===== src/rtl/i2c_tgt_pkg.sv =====
// Shared types for the I2C target: the byte-engine state encoding.
package i2c_tgt_pkg;

    // Byte-engine states; one state per bus phase the target can be in.
    typedef enum logic [3:0] {
        ST_IDLE,      // not addressed, watching for a start
        ST_ADDR,      // shifting in address and direction
        ST_ADDR_ACK,  // driving ACK for the address byte
        ST_WR_BITS,   // shifting in a written byte
        ST_WR_HOLD,   // byte complete, stretching until local accept
        ST_WR_ACK,    // driving ACK for a written byte
        ST_RD_LOAD,   // stretching until local byte available
        ST_RD_BITS,   // shifting out a read byte
        ST_RD_ACK     // master's ACK/NACK slot
    } tgt_state_e;

endpackage


===== src/rtl/i2c_tgt_sync.sv =====
// Multi-line input synchroniser with one extra history stage.
// Assumes: inputs are asynchronous levels; idle level of every line is 1,
// so all stages reset to 1 and no edge is seen out of reset.
module i2c_tgt_sync #(
    parameter int LINES  = 2,
    parameter int STAGES = 2
) (
    input  logic             clk,
    input  logic             rst_n,
    input  logic [LINES-1:0] raw_i,
    output logic [LINES-1:0] now_o,
    output logic [LINES-1:0] prev_o
);
    localparam int DEPTH = STAGES + 1;

    for (genvar g = 0; g < LINES; g++) begin : g_line
        logic [DEPTH-1:0] pipe;

        // Shift the raw level through the synchroniser and history stage.
        always_ff @(posedge clk) begin
            if (!rst_n) pipe <= '1;
            else        pipe <= {pipe[DEPTH-2:0], raw_i[g]};
        end

        assign now_o[g]  = pipe[STAGES-1];
        assign prev_o[g] = pipe[STAGES];
    end
endmodule


===== src/rtl/i2c_tgt_cond.sv =====
// Bus-event decoder: SCL edges plus start and stop conditions.
// Assumes: inputs are the synchronised current and previous line levels.
// A start or stop needs SCL high in both samples, so an SDA change that
// lands together with an SCL edge is never taken as a condition.
module i2c_tgt_cond (
    input  logic scl_now,
    input  logic scl_prev,
    input  logic sda_now,
    input  logic sda_prev,
    output logic scl_rise,
    output logic scl_fall,
    output logic start_c,
    output logic stop_c
);
    logic scl_steady_hi;

    // Decode edges and conditions from two successive samples.
    always_comb begin
        scl_steady_hi = scl_now & scl_prev;
        scl_rise      = scl_now & ~scl_prev;
        scl_fall      = ~scl_now & scl_prev;
        start_c       = scl_steady_hi & sda_prev & ~sda_now;
        stop_c        = scl_steady_hi & ~sda_prev & sda_now;
    end
endmodule


===== src/rtl/i2c_tgt_engine.sv =====
// Byte engine of the I2C target: address match, write and read bytes,
// acknowledge slots and clock stretching.
// Assumes: DATA_W = address width + 1. Events come from i2c_tgt_cond.
// Stop has priority over start, and both over any bit activity.
module i2c_tgt_engine
    import i2c_tgt_pkg::*;
#(
    parameter int                DATA_W      = 8,
    parameter logic [DATA_W-2:0] TARGET_ADDR = '0
) (
    input  logic              clk,
    input  logic              rst_n,
    input  logic              scl_rise,
    input  logic              scl_fall,
    input  logic              sda_bit,
    input  logic              start_c,
    input  logic              stop_c,
    output logic [DATA_W-1:0] rx_data,
    output logic              rx_valid,
    input  logic              rx_ready,
    input  logic [DATA_W-1:0] tx_data,
    input  logic              tx_valid,
    output logic              tx_ready,
    output logic              scl_hold,
    output logic              sda_hold
);
    localparam int CNT_W = $clog2(DATA_W + 1);
    localparam logic [CNT_W-1:0] FULL = CNT_W'(DATA_W);
    localparam logic [CNT_W-1:0] LAST = CNT_W'(DATA_W - 1);

    tgt_state_e        state;
    logic [CNT_W-1:0]  cnt;
    logic [DATA_W-1:0] shreg;
    logic              is_read;
    logic              m_ack;

    // Advance the bus phase, shift bits and capture direction and ACK.
    always_ff @(posedge clk) begin
        if (!rst_n) begin
            state   <= ST_IDLE;
            cnt     <= '0;
            shreg   <= '0;
            is_read <= 1'b0;
            m_ack   <= 1'b0;
        end else if (stop_c) begin
            state <= ST_IDLE;
            cnt   <= '0;
        end else if (start_c) begin
            state <= ST_ADDR;
            cnt   <= '0;
        end else begin
            unique case (state)
                ST_ADDR, ST_WR_BITS: begin
                    if (scl_rise && cnt != FULL) begin
                        shreg <= {shreg[DATA_W-2:0], sda_bit};
                        cnt   <= cnt + 1'b1;
                    end
                    if (scl_fall && cnt == FULL) begin
                        if (state == ST_WR_BITS) begin
                            state <= ST_WR_HOLD;
                        end else if (shreg[DATA_W-1:1] == TARGET_ADDR) begin
                            state   <= ST_ADDR_ACK;
                            is_read <= shreg[0];
                        end else begin
                            state <= ST_IDLE;
                        end
                    end
                end
                ST_ADDR_ACK: begin
                    if (scl_fall) begin
                        cnt   <= '0;
                        state <= is_read ? ST_RD_LOAD : ST_WR_BITS;
                    end
                end
                ST_WR_HOLD: begin
                    if (rx_ready) state <= ST_WR_ACK;
                end
                ST_WR_ACK: begin
                    if (scl_fall) begin
                        cnt   <= '0;
                        state <= ST_WR_BITS;
                    end
                end
                ST_RD_LOAD: begin
                    if (tx_valid) begin
                        shreg <= tx_data;
                        cnt   <= '0;
                        state <= ST_RD_BITS;
                    end
                end
                ST_RD_BITS: begin
                    if (scl_fall) begin
                        if (cnt == LAST) begin
                            state <= ST_RD_ACK;
                        end else begin
                            shreg <= {shreg[DATA_W-2:0], 1'b0};
                            cnt   <= cnt + 1'b1;
                        end
                    end
                end
                ST_RD_ACK: begin
                    if (scl_rise) m_ack <= ~sda_bit;
                    if (scl_fall) state <= m_ack ? ST_RD_LOAD : ST_IDLE;
                end
                default: state <= ST_IDLE;
            endcase
        end
    end

    // Decode line drives and local handshakes from the current phase.
    always_comb begin
        rx_data  = shreg;
        rx_valid = (state == ST_WR_HOLD);
        tx_ready = (state == ST_RD_LOAD);
        scl_hold = (state == ST_WR_HOLD) || (state == ST_RD_LOAD);
        unique case (state)
            ST_ADDR_ACK, ST_WR_ACK: sda_hold = 1'b1;
            ST_RD_BITS:             sda_hold = ~shreg[DATA_W-1];
            default:                sda_hold = 1'b0;
        endcase
    end
endmodule


===== src/rtl/i2c_target_stretch.sv =====
// Top of the I2C target: synchroniser, bus-event decoder and byte engine.
// Assumes: clk runs many times faster than SCL, so every bus phase spans
// several clocks. The pads use open drain: a 1 on an *_oe pulls the line low.
module i2c_target_stretch #(
    parameter int                DATA_W      = 8,
    parameter int                SYNC_STAGES = 2,
    parameter logic [DATA_W-2:0] TARGET_ADDR = 7'h2A
) (
    input  logic              clk,
    input  logic              rst_n,
    input  logic              scl_i,
    input  logic              sda_i,
    output logic              scl_oe,
    output logic              sda_oe,
    output logic [DATA_W-1:0] rx_data,
    output logic              rx_valid,
    input  logic              rx_ready,
    input  logic [DATA_W-1:0] tx_data,
    input  logic              tx_valid,
    output logic              tx_ready
);
    localparam int LINES = 2;

    logic [LINES-1:0] line_now, line_prev;
    logic scl_s, scl_p, sda_s, sda_p;
    logic scl_rise, scl_fall, start_c, stop_c;

    i2c_tgt_sync #(.LINES(LINES), .STAGES(SYNC_STAGES)) u_sync (
        .clk    (clk),
        .rst_n  (rst_n),
        .raw_i  ({sda_i, scl_i}),
        .now_o  (line_now),
        .prev_o (line_prev)
    );

    assign scl_s = line_now[0];
    assign sda_s = line_now[1];
    assign scl_p = line_prev[0];
    assign sda_p = line_prev[1];

    i2c_tgt_cond u_cond (
        .scl_now  (scl_s),
        .scl_prev (scl_p),
        .sda_now  (sda_s),
        .sda_prev (sda_p),
        .scl_rise (scl_rise),
        .scl_fall (scl_fall),
        .start_c  (start_c),
        .stop_c   (stop_c)
    );

    i2c_tgt_engine #(.DATA_W(DATA_W), .TARGET_ADDR(TARGET_ADDR)) u_eng (
        .clk      (clk),
        .rst_n    (rst_n),
        .scl_rise (scl_rise),
        .scl_fall (scl_fall),
        .sda_bit  (sda_s),
        .start_c  (start_c),
        .stop_c   (stop_c),
        .rx_data  (rx_data),
        .rx_valid (rx_valid),
        .rx_ready (rx_ready),
        .tx_data  (tx_data),
        .tx_valid (tx_valid),
        .tx_ready (tx_ready),
        .scl_hold (scl_oe),
        .sda_hold (sda_oe)
    );
endmodule


===== config.mk =====
export PLATFORM = sky130hd
export DESIGN_NAME = i2c_target_stretch
export DESIGN_NICKNAME = d
export VERILOG_FILES = /design/src/rtl/i2c_tgt_pkg.sv /design/src/rtl/i2c_tgt_sync.sv /design/src/rtl/i2c_tgt_cond.sv /design/src/rtl/i2c_tgt_engine.sv /design/src/rtl/i2c_target_stretch.sv
export SDC_FILE = /design/constraint.sdc
export NUM_CORES = 1
export LEC_CHECK = 0
export BUFFER_PORTS_ARGS = -buffer_cell sky130_fd_sc_hd__buf_2
export CAP_MARGIN = 40
export CORE_AREA = 8 8 67 69
export CTS_CLUSTER_DIAMETER = 80
export CTS_CLUSTER_SIZE = 10
export DETAILED_ROUTE_END_ITERATION = 16
export DIE_AREA = 0 0 75 77
export MAX_ROUTING_LAYER = met4
export PLACE_DENSITY = 0.68
export SLEW_MARGIN = 0
export SYNTH_ARGS = -nofsm -noshare
export SYNTH_HDL_FRONTEND = slang
export SYNTH_SLANG_ARGS = --single-unit

===== constraint.sdc =====
create_clock -name clk -period 4 [get_ports clk]
set_input_delay 0.2 -clock clk [delete_from_list [all_inputs] [get_ports clk]]
set_output_delay 0.2 -clock clk [all_outputs]
set_load 0.005 [all_outputs]

* Word-level counts from Yosys, hierarchy flattened
Cells that the tools add are included.
Word-level totals: word-level logic and storage cells 97, output and inout bits 12, memories 0, memory bits (writable) 0, register bits 24, bits in latches 0, bits in read-only memories 0, input bits 14
Cells by class: multiplexer cells 26, $add $sub $neg 1, divide/modulo/power cells 0, reduce and logical (&&, ||, !) cells 15, order comparisons 0, eq/ne operators 31, shift operators 0, multiply operators 0, bitwise gates (word level) 16
Operators by type and width (count):
- 4-bit 2-to-1 mux | 14
- 8-bit 2-to-1 mux | 4
- 4-bit one-hot mux with 7 select lines | 1
- 8-bit one-hot mux with 3 select lines | 1
- 3-bit by 2-bit inequality test with 1-bit output (second input constant) | 7
- 4-bit by 3-bit == test with 1-bit output (second input constant) | 5
- 2-bit by 1-bit inequality test with 1-bit output (second input constant) | 9
- 4-bit one-hot mux with 4 select lines | 1
- 8-bit AND reduction | 2
- 6-bit AND reduction | 2
- 1-bit NOT | 9
- 4-bit by 2-bit == test with 1-bit output (second input constant) | 2
- 4-bit == test (second input constant) | 2
- 1-bit bitwise AND | 7
- 7-bit by 6-bit == test with 1-bit output (second input constant) | 1
- 7-bit AND reduction | 1
- 3-bit 2-to-1 mux | 2
- 2-bit OR reduction | 3
- 4-bit by 1-bit adder with 4-bit output (second input constant) | 1
- 4-bit by 1-bit == test with 1-bit output (second input constant) | 1
- 2-bit inequality test (second input constant) | 2
- 4-bit inequality test (second input constant) | 1
- 4-bit AND reduction | 1
- 4-bit nonzero test | 1
- 8 further kinds | 9

* Logic depth before layout (Yosys ltp)
Gate-level depths: netlist (run 1).
depth in word-level cells 6, depth in mapped cells 8, gate-level depth less buffers 7

* By module
Synthesis (run 1) repeated with hierarchy kept, for this count alone.
Unflattened totals: cells, all modules 170, area total of the unflattened synthesis 1495.2 um2
By module, submodules not included:
- i2c_tgt_engine | sequential area each 360.3 um2, instances 1, cells each 150, area an instance 1275.0 um2
- i2c_tgt_sync | sequential area each 120.1 um2, instances 1, cells each 16, area an instance 187.7 um2
- i2c_tgt_cond | sequential area each 0.0 um2, instances 1, cells each 4, area an instance 32.5 um2

* Least setup slack after synthesis (run 1)
Ideal clock, no wire load.
path type register -> register, start point register u_eng.cnt[0], end point register u_eng.cnt[1], period minus slack after synthesis 2053 ps, buffers on the path 0, stages on the path, launching flop included 8, data required time 3928 ps, arrival time 1981 ps, library setup time 72 ps, slack 1947 ps, cells stage by stage dfxtp_1 inv_1 ha_1 and3b_1 o31a_1 or3_4 or4b_1 a21oi_1
On the way: cells in the longest elaborated chain, start to end 4, elaborated cells on any way between the ends 11, classes of those cells add/sub: 1; eq/ne: 4; mux: 4; reduce/logical: 2
RTL lines:
- start, declared | line i2c_tgt_engine.sv:32 | logic [CNT_W-1:0] cnt;
- start signal, assigned | line i2c_tgt_engine.sv:56 | cnt <= cnt + 1'b1;
- start signal, assigned | line i2c_tgt_engine.sv:97 | cnt <= cnt + 1'b1;
- 4-bit by 1-bit adder with 4-bit output or 4-bit inequality test (tied branches) | line i2c_tgt_engine.sv:56, i2c_tgt_engine.sv:97, i2c_tgt_engine.sv:54
- 4-bit 2-to-1 mux or 1-bit logical AND (tied branches) | line i2c_tgt_engine.sv:93, i2c_tgt_engine.sv:54
- 4-bit 2-to-1 mux or 2-bit by 1-bit inequality test with 1-bit output (tied branches)
- 4-bit one-hot mux with 4 select lines or 6-bit AND reduction (tied branches)
Parallel ways exist; a longest one is shown, timed or not. The select of a mux whose other input is x is not followed. A chain may end at the register's enable or synchronous reset.

* Final worst setup path (run 1)
start point register u_eng.state[3], end point register u_eng.cnt[1]
On the way: cells in the longest elaborated chain, start to end 4, elaborated cells on any way between the ends 16, classes of those cells eq/ne: 11; mux: 1; reduce/logical: 4
RTL lines:
- start, declared | line i2c_tgt_engine.sv:31 | tgt_state_e state;
- start signal, assigned | line i2c_tgt_engine.sv:72 | state <= is_read ? ST_RD_LOAD : ST_WR_BITS;
- start signal, assigned | line i2c_tgt_engine.sv:103 | if (scl_fall) state <= m_ack ? ST_RD_LOAD : ST_IDLE;
- 4-bit by 2-bit == test with 1-bit output (tied with other cells) | line i2c_tgt_engine.sv:52 | unique case (state)
- 2-bit OR reduction (on tied branches)
- 2-bit by 1-bit inequality test with 1-bit output (no source line) or 4-bit nonzero test (tied branches)
- 6-bit AND reduction (no source line)
Parallel ways exist; a longest one is shown, timed or not.

==> results of run 1 <==
[state kept, by name, indices dropped and copies added (netlist names)]
signal / count
u_eng.cnt: 4
u_eng.is_read: 1
u_eng.m_ack: 1
u_eng.rx_data: 8
u_eng.state: 4
u_sync.g_line.pipe: 6
[final cells by class]
class,count,area (sq um)
clock buffer,3,22.52
fill,369,1978
inverter,8,30.03
multi-input combinational,119,799.5
sequential,24,480.5
tap,48,60.06
timing repair buffer,25,125.1
[routing by layer]
metal  GRT usage, %  share of wire (%)  vias up
li1               -                  -      630
met1          14.63                 49      557
met2          16.96                 47       13
met3          3.641                3.1        4
met4          1.765               0.68        0
met5              -                  0        -
[worst max-delay path by stage]
stage                        to  cells after the start            from  slack [ns]
2_1_floorplan      u_eng.cnt[1]                      7    u_eng.cnt[0]        1.95
3_3_place_gp       u_eng.cnt[1]                      5  u_eng.state[3]        1.75
3_5_place_dp       u_eng.cnt[1]                      5  u_eng.state[3]        1.73
4_1_cts            u_eng.cnt[1]                      5  u_eng.state[3]        1.71
5_1_grt        u_eng.rx_data[0]                      5  u_eng.state[2]        1.54
6_report           u_eng.cnt[1]                      5  u_eng.state[3]        1.70
[synthesized netlist by cell type, drive strengths merged (4+ instances only)]
| cell | n | share of area [%] |
|---|---|---|
| clkbuf | 4 | 1.1 |
| a21oi | 10 | 3.7 |
| nand3 | 4 | 1.5 |
| mux2i | 8 | 6.0 |
| o21ai | 8 | 3.0 |
| nor2 | 11 | 3.1 |
| nor3 | 6 | 2.6 |
| nand2 | 12 | 3.3 |
| nand2b | 8 | 3.7 |
| dfxtp | 24 | 36 |
| a211oi | 7 | 3.9 |
| inv | 7 | 2.0 |
[cell families (layout without fill, tap and decap cells)]
logic type      Yosys count  count (layout)  synth area share [%]
compound gates           44              44                 22.14
xor+xnor                  1               1                0.6513
fa+ha+maj                 2               2                 1.860
buf+inv                  15              36                 4.836
flops                    24              24                 35.72
mux                       8               8                 5.954
simple gates             64              64                 28.84
[through the flow]
stage,util (%),power [mW]
after global routing,43.41,0.9000
after CTS,43.41,0.8383
after global placement,42.77,0.7245
after floorplan,-,0.6337
after detailed placement,42.77,0.7314
final,43.41,0.8297
[report_power, final]
group          switching, mW  total [mW]  internal [mW]  leakage, nW
Sequential            0.0845       0.370          0.285        0.196
Combinational          0.183       0.356          0.173        0.358
Clock                 0.0691       0.104         0.0352       0.0138
Total                  0.336       0.830          0.493        0.568
[cells in the final DEF (no fill, tap or decap), drive strengths merged, types with 2 or more instances in the layout]
master / synthesis / layout
buf: 3 / 25
dfxtp: 24 / 24
nand2: 12 / 12
nor2: 11 / 11
a21oi: 10 / 10
nand2b: 8 / 8
mux2i: 8 / 8
o21ai: 8 / 8
inv: 7 / 7
a211oi: 7 / 7
nor3: 6 / 6
nand3: 4 / 4
clkbuf: 4 / 3
or3: 3 / 3
nor3b: 2 / 2
nand3b: 2 / 2
a22oi: 2 / 2
nor4b: 2 / 2
o31ai: 2 / 2
nor2b: 2 / 2
o311ai: 2 / 2
a311oi: 2 / 2
ha: 2 / 2
nor4: 2 / 2
or4b: 2 / 2
==> flow_summary.ini, run 1 <==
[run_status]
status = completed

[clock_tree]
clkSlewWorstSetupHoldPaths_ns = 0.13
cts_root_buffer = clkbuf_4
cts_tree = done
hold_buffers = 0
clk_latency_ns = 0.32
htreeDepth = 1
cts_buffers = 3
cts_buffer_depth = 2
cts_resized = 0
cts_sinks = 24
postCtsSetupBuffers = 0

[critical_path]
cp-start-kind = flop
r2r_cells = 5
worstPathArrival_ns = 2.56
end_kind = flop
crit_family = simple AND/OR/NAND/NOR gates
ff2ff_setup_slack_ns = 1.70
worstReg2RegStart = u_eng.state[3]
critical_path.slowest_cell = dfxtp_1
crit_type = reg2reg
critPathBufInv = 0
crit_required_ns = 4.26
crit_fanout = 14
critical_path.max_stage_delay_ns = 0.64
cp_cell_sequence = and4b_1, a21boi_1, or3_4, or4b_1, a21oi_1
r2r_end = u_eng.cnt[1]

[power]
p_leak_nw = 0.5679
powerDensity_nw_per_um2 = 546.7
ir_worst_vdd_uv = 195.3

[routing]
wl_mm = 3.111
drt_iter0_drc = 83
routed_via_density = 5.304
route.detailed.drc = 0
firstDrtPassIters = 4
wire_per_inst_um = 13.70
antenna_left = 0
routed-via-count = 1204

[min_path]
hold_class = in2reg
hold_start = scl_i
hold-path-endpoint = u_sync.g_line[0].pipe[0]
hold_depth = 2

[logic_synthesis]
ys_ff_latch = 24
synth-edff-count = 0
synth_cell_types = 53
syn_inst = 158
synth_ff_type = dfxtp_1
synth.yosys.seq_area_share_pct = 35.72
synth_area_sq_um = 1345
avgSynthCellArea_sq_um = 8.513
async_flop_share_pct = 0
ys_warn_count = 0
synth_fp_nets = 174

[timing]
tightest_slew_ns = 0.7583
skew_ns = 0.01797
fin_tns_setup_ns = 0
maxSlewViolCount = 0
fin_ws_ns = 1.701
rsz0062_at_grt = false
fin_crit_ns = 2.299
hold_viol = 0
hold_ws_ns = 0.06711
period_share_pct = 57.48
setup_viol = 0
clock.fmax_ghz = 0.4349
slew_headroom_pct = 49.07

[die]
die_w_um = 75
die_h_um = 77
start_util_pct = 38.48
row_count = 22
dieArea_sq_um = 5775
core_sq_um = 3496
ios = 26

[finish]
fin_area_sq_um = 1518
finalNetCount = 197
n_antenna_cell = 0
syn_to_final_growth_pct = 12.84
fin_cells = 227
drive_above_1_share_pct = 18.44

[placement]
post-place-ws_ns = 1.729
gp_congestion = 0.8705
dp_hpwl_mm = 2.328
place_area_sq_um = 1495
port_buffers = 25
place_inst = 224

[global_routing]
antenna_found_initial = 0
grt_pass1_vias = 1106
grt_use_total_pct = 11.35
grt_max_degree = 19
grt_pass1_wl_mm = 5.168
overflow = 0

[flow_run]
maxCapViolations = 0
Note: power is estimated with default switching activity, not from simulation.
==> run 2: changes to the inputs <==
--- a/config.mk
+++ b/config.mk
@@ -13,7 +13,7 @@
 export DETAILED_ROUTE_END_ITERATION = 16
 export DIE_AREA = 0 0 75 77
 export MAX_ROUTING_LAYER = met4
-export PLACE_DENSITY = 0.68
+export PLACE_DENSITY = 0.7
 export SLEW_MARGIN = 0
 export SYNTH_ARGS = -nofsm -noshare
 export SYNTH_HDL_FRONTEND = slang
==> constraint.sdc (replaced) <==
create_clock -name clk -period 1.95 [get_ports clk]
set_input_delay 0.0975 -clock clk [delete_from_list [all_inputs] [get_ports clk]]
set_output_delay 0.0975 -clock clk [all_outputs]
set_load 0.005 [all_outputs]
==> run 2 against run 1 <==
Effect of this change: the run now ends with negative setup slack left; worst hold slack worse by 0.046 ns; combinational power grew to 3.1 times the previous value; cell area grew 21%; sequential share of layout area down 5.3 points; register-to-register slack got worse by 1.8 ns; total power rose to 2.6 times the previous value; global-route usage rose by 1.4 points; setup slack lost 1.8 ns; critical path type unchanged; largest cell class unchanged.
==> flow_summary.ini, run 2 (same netlist as run 1, synthesis figures left out) <==
[global_routing]
antenna_found_initial = 0
overflow = 0
grt_pass1_wl_mm = 5.878
grt_pass1_vias = 1337
grt_max_degree = 17
grt_use_total_pct = 12.72

[routing]
antenna_left = 0
drt_iter0_drc = 81
routed_via_density = 5.350
routed-via-count = 1375
route.detailed.drc = 0
wire_per_inst_um = 13.89
firstDrtPassIters = 4
wl_mm = 3.569

[timing]
hold_viol = 0
fin_crit_ns = 2.080
clock.fmax_ghz = 0.4808
skew_ns = 0.01240
fin_ws_ns = -0.1300
rsz0062_at_grt = true
hold_ws_ns = 0.02145
fin_tns_setup_ns = -0.3148
tightest_slew_ns = 0.4744
period_share_pct = 106.7
slew_headroom_pct = 68.37
maxSlewViolCount = 0
setup_viol = 6

[critical_path]
crit_type = reg2reg
worstReg2RegStart = u_eng.cnt[0]
ff2ff_setup_slack_ns = -0.13
crit_required_ns = 2.20
end_kind = flop
cp-start-kind = flop
critical_path.max_stage_delay_ns = 0.52
critPathBufInv = 1
critical_path.slowest_cell = or4b_1
worstPathArrival_ns = 2.33
crit_fanout = 6
r2r_end = u_eng.cnt[1]
r2r_cells = 7
crit_family = simple AND/OR/NAND/NOR gates
cp_cell_sequence = inv_2, ha_2, and3b_1, o31a_1, or3_4, or4b_1, a21oi_1

[clock_tree]
cts_sinks = 24
htreeDepth = 1
cts_root_buffer = clkbuf_4
clkSlewWorstSetupHoldPaths_ns = 0.15
cts_buffers = 3
cts_buffer_depth = 2
clk_latency_ns = 0.32
cts_tree = done

[placement]
dp_hpwl_mm = 2.661
place_area_sq_um = 1685
gp_congestion = 0.9419
post-place-ws_ns = -0.1068
port_buffers = 25
place_inst = 247

[finish]
n_antenna_cell = 0
largest_reg_flops = 8
fin_area_sq_um = 1839
multi_input_area_sq_um = 834.6
syn_to_final_growth_pct = 36.74
drive_above_1_share_pct = 34.93
final_core_util_pct = 52.61
seqCellArea_sq_um = 484.2
fin_cells = 257
finalNetCount = 226
fillers = 337
final_cell_mix = 25 x buf_2, 25 x buf_4, 21 x dfxtp_1, 12 x nand2_1, 11 x nor2_1

[flow_run]
maxCapViolations = 0

[min_path]
hold-path-endpoint = u_sync.g_line[1].pipe[0]
hold_start = rst_n
hold_depth = 2
hold_class = in2reg

[run_status]
status = finished with violations
violations = negative setup slack

[die]
die_h_um = 77
start_util_pct = 38.48
die_w_um = 75
row_count = 22
dieArea_sq_um = 5775
core_sq_um = 3496
ios = 26

[power]
ir_worst_vdd_uv = 505.9
total_power_mw = 2.171
powerDensity_nw_per_um2 = 1181
p_leak_nw = 0.7571
## run 2: cell types whose count changed in the layout (fill, tap and decap cells not counted), moves of 2 or more
cell | before | now
buf_4 | 0 | 25
a211oi_1 | 7 | 3
a211oi_2 | 0 | 4
dfxtp_1 | 24 | 21
dfxtp_2 | 0 | 3
dlygate4sd3_1 | 0 | 2
inv_1 | 7 | 5
inv_2 | 0 | 2
## run 2: what timing repair did
| action | 4_1_cts | 5_1_grt |
|---|---|---|
| hold buffers | 2 | 0 |
| endpoints found under the setup margin | 3 | 10 |
| gates resized for setup | 2 | 6 |
| buffers inserted | 1 | 3 |
| cloned | 0 | 1 |
| endpoints found under the hold margin | 2 | 0 |
| pin swaps | 1 | 5 |
## run 2: worst max path at each step
stage                     slack [ns]    startpoint           end  cells after the start
after floorplan                -0.06  u_eng.cnt[0]  u_eng.cnt[1]                      7
after detailed placement       -0.11  u_eng.cnt[0]  u_eng.cnt[2]                      7
after global routing           -0.19  u_eng.cnt[0]  u_eng.cnt[1]                      7
final                          -0.13  u_eng.cnt[0]  u_eng.cnt[1]                      7
after CTS                      -0.13  u_eng.cnt[0]  u_eng.cnt[1]                      7
after global placement         -0.05  u_eng.cnt[0]  u_eng.cnt[1]                      7
## run 2: cell type report
class | count | share of cell area, %
clock buffers | 3 | 1.224
clock inverters | 1 | 1.633
flip-flops and latches | 24 | 26.33
well taps | 48 | 3.265
multi-input cells | 119 | 45.37
repair buffers | 54 | 20.54
inverters | 8 | 1.633
## run 2: power by group
group / leakage [nW] / switching, mW / total, mW / internal (mW)
combinational: 0.532 / 0.540 / 1.11 / 0.575
clock: 0.0279 / 0.161 / 0.369 / 0.208
sequential: 0.197 / 0.0988 / 0.688 / 0.589
total: 0.757 / 0.799 / 2.17 / 1.37
## run 2: layer usage
metal | wire length (um) | vias to the layer above | GRT usage (%)
met2 | 1752 | 34 | 19.98
met5 | 0 | - | -
met3 | 150 | 6 | 2.471
met1 | 1609 | 648 | 15.71
li1 | - | 687 | -
met4 | 57 | 0 | 3.922
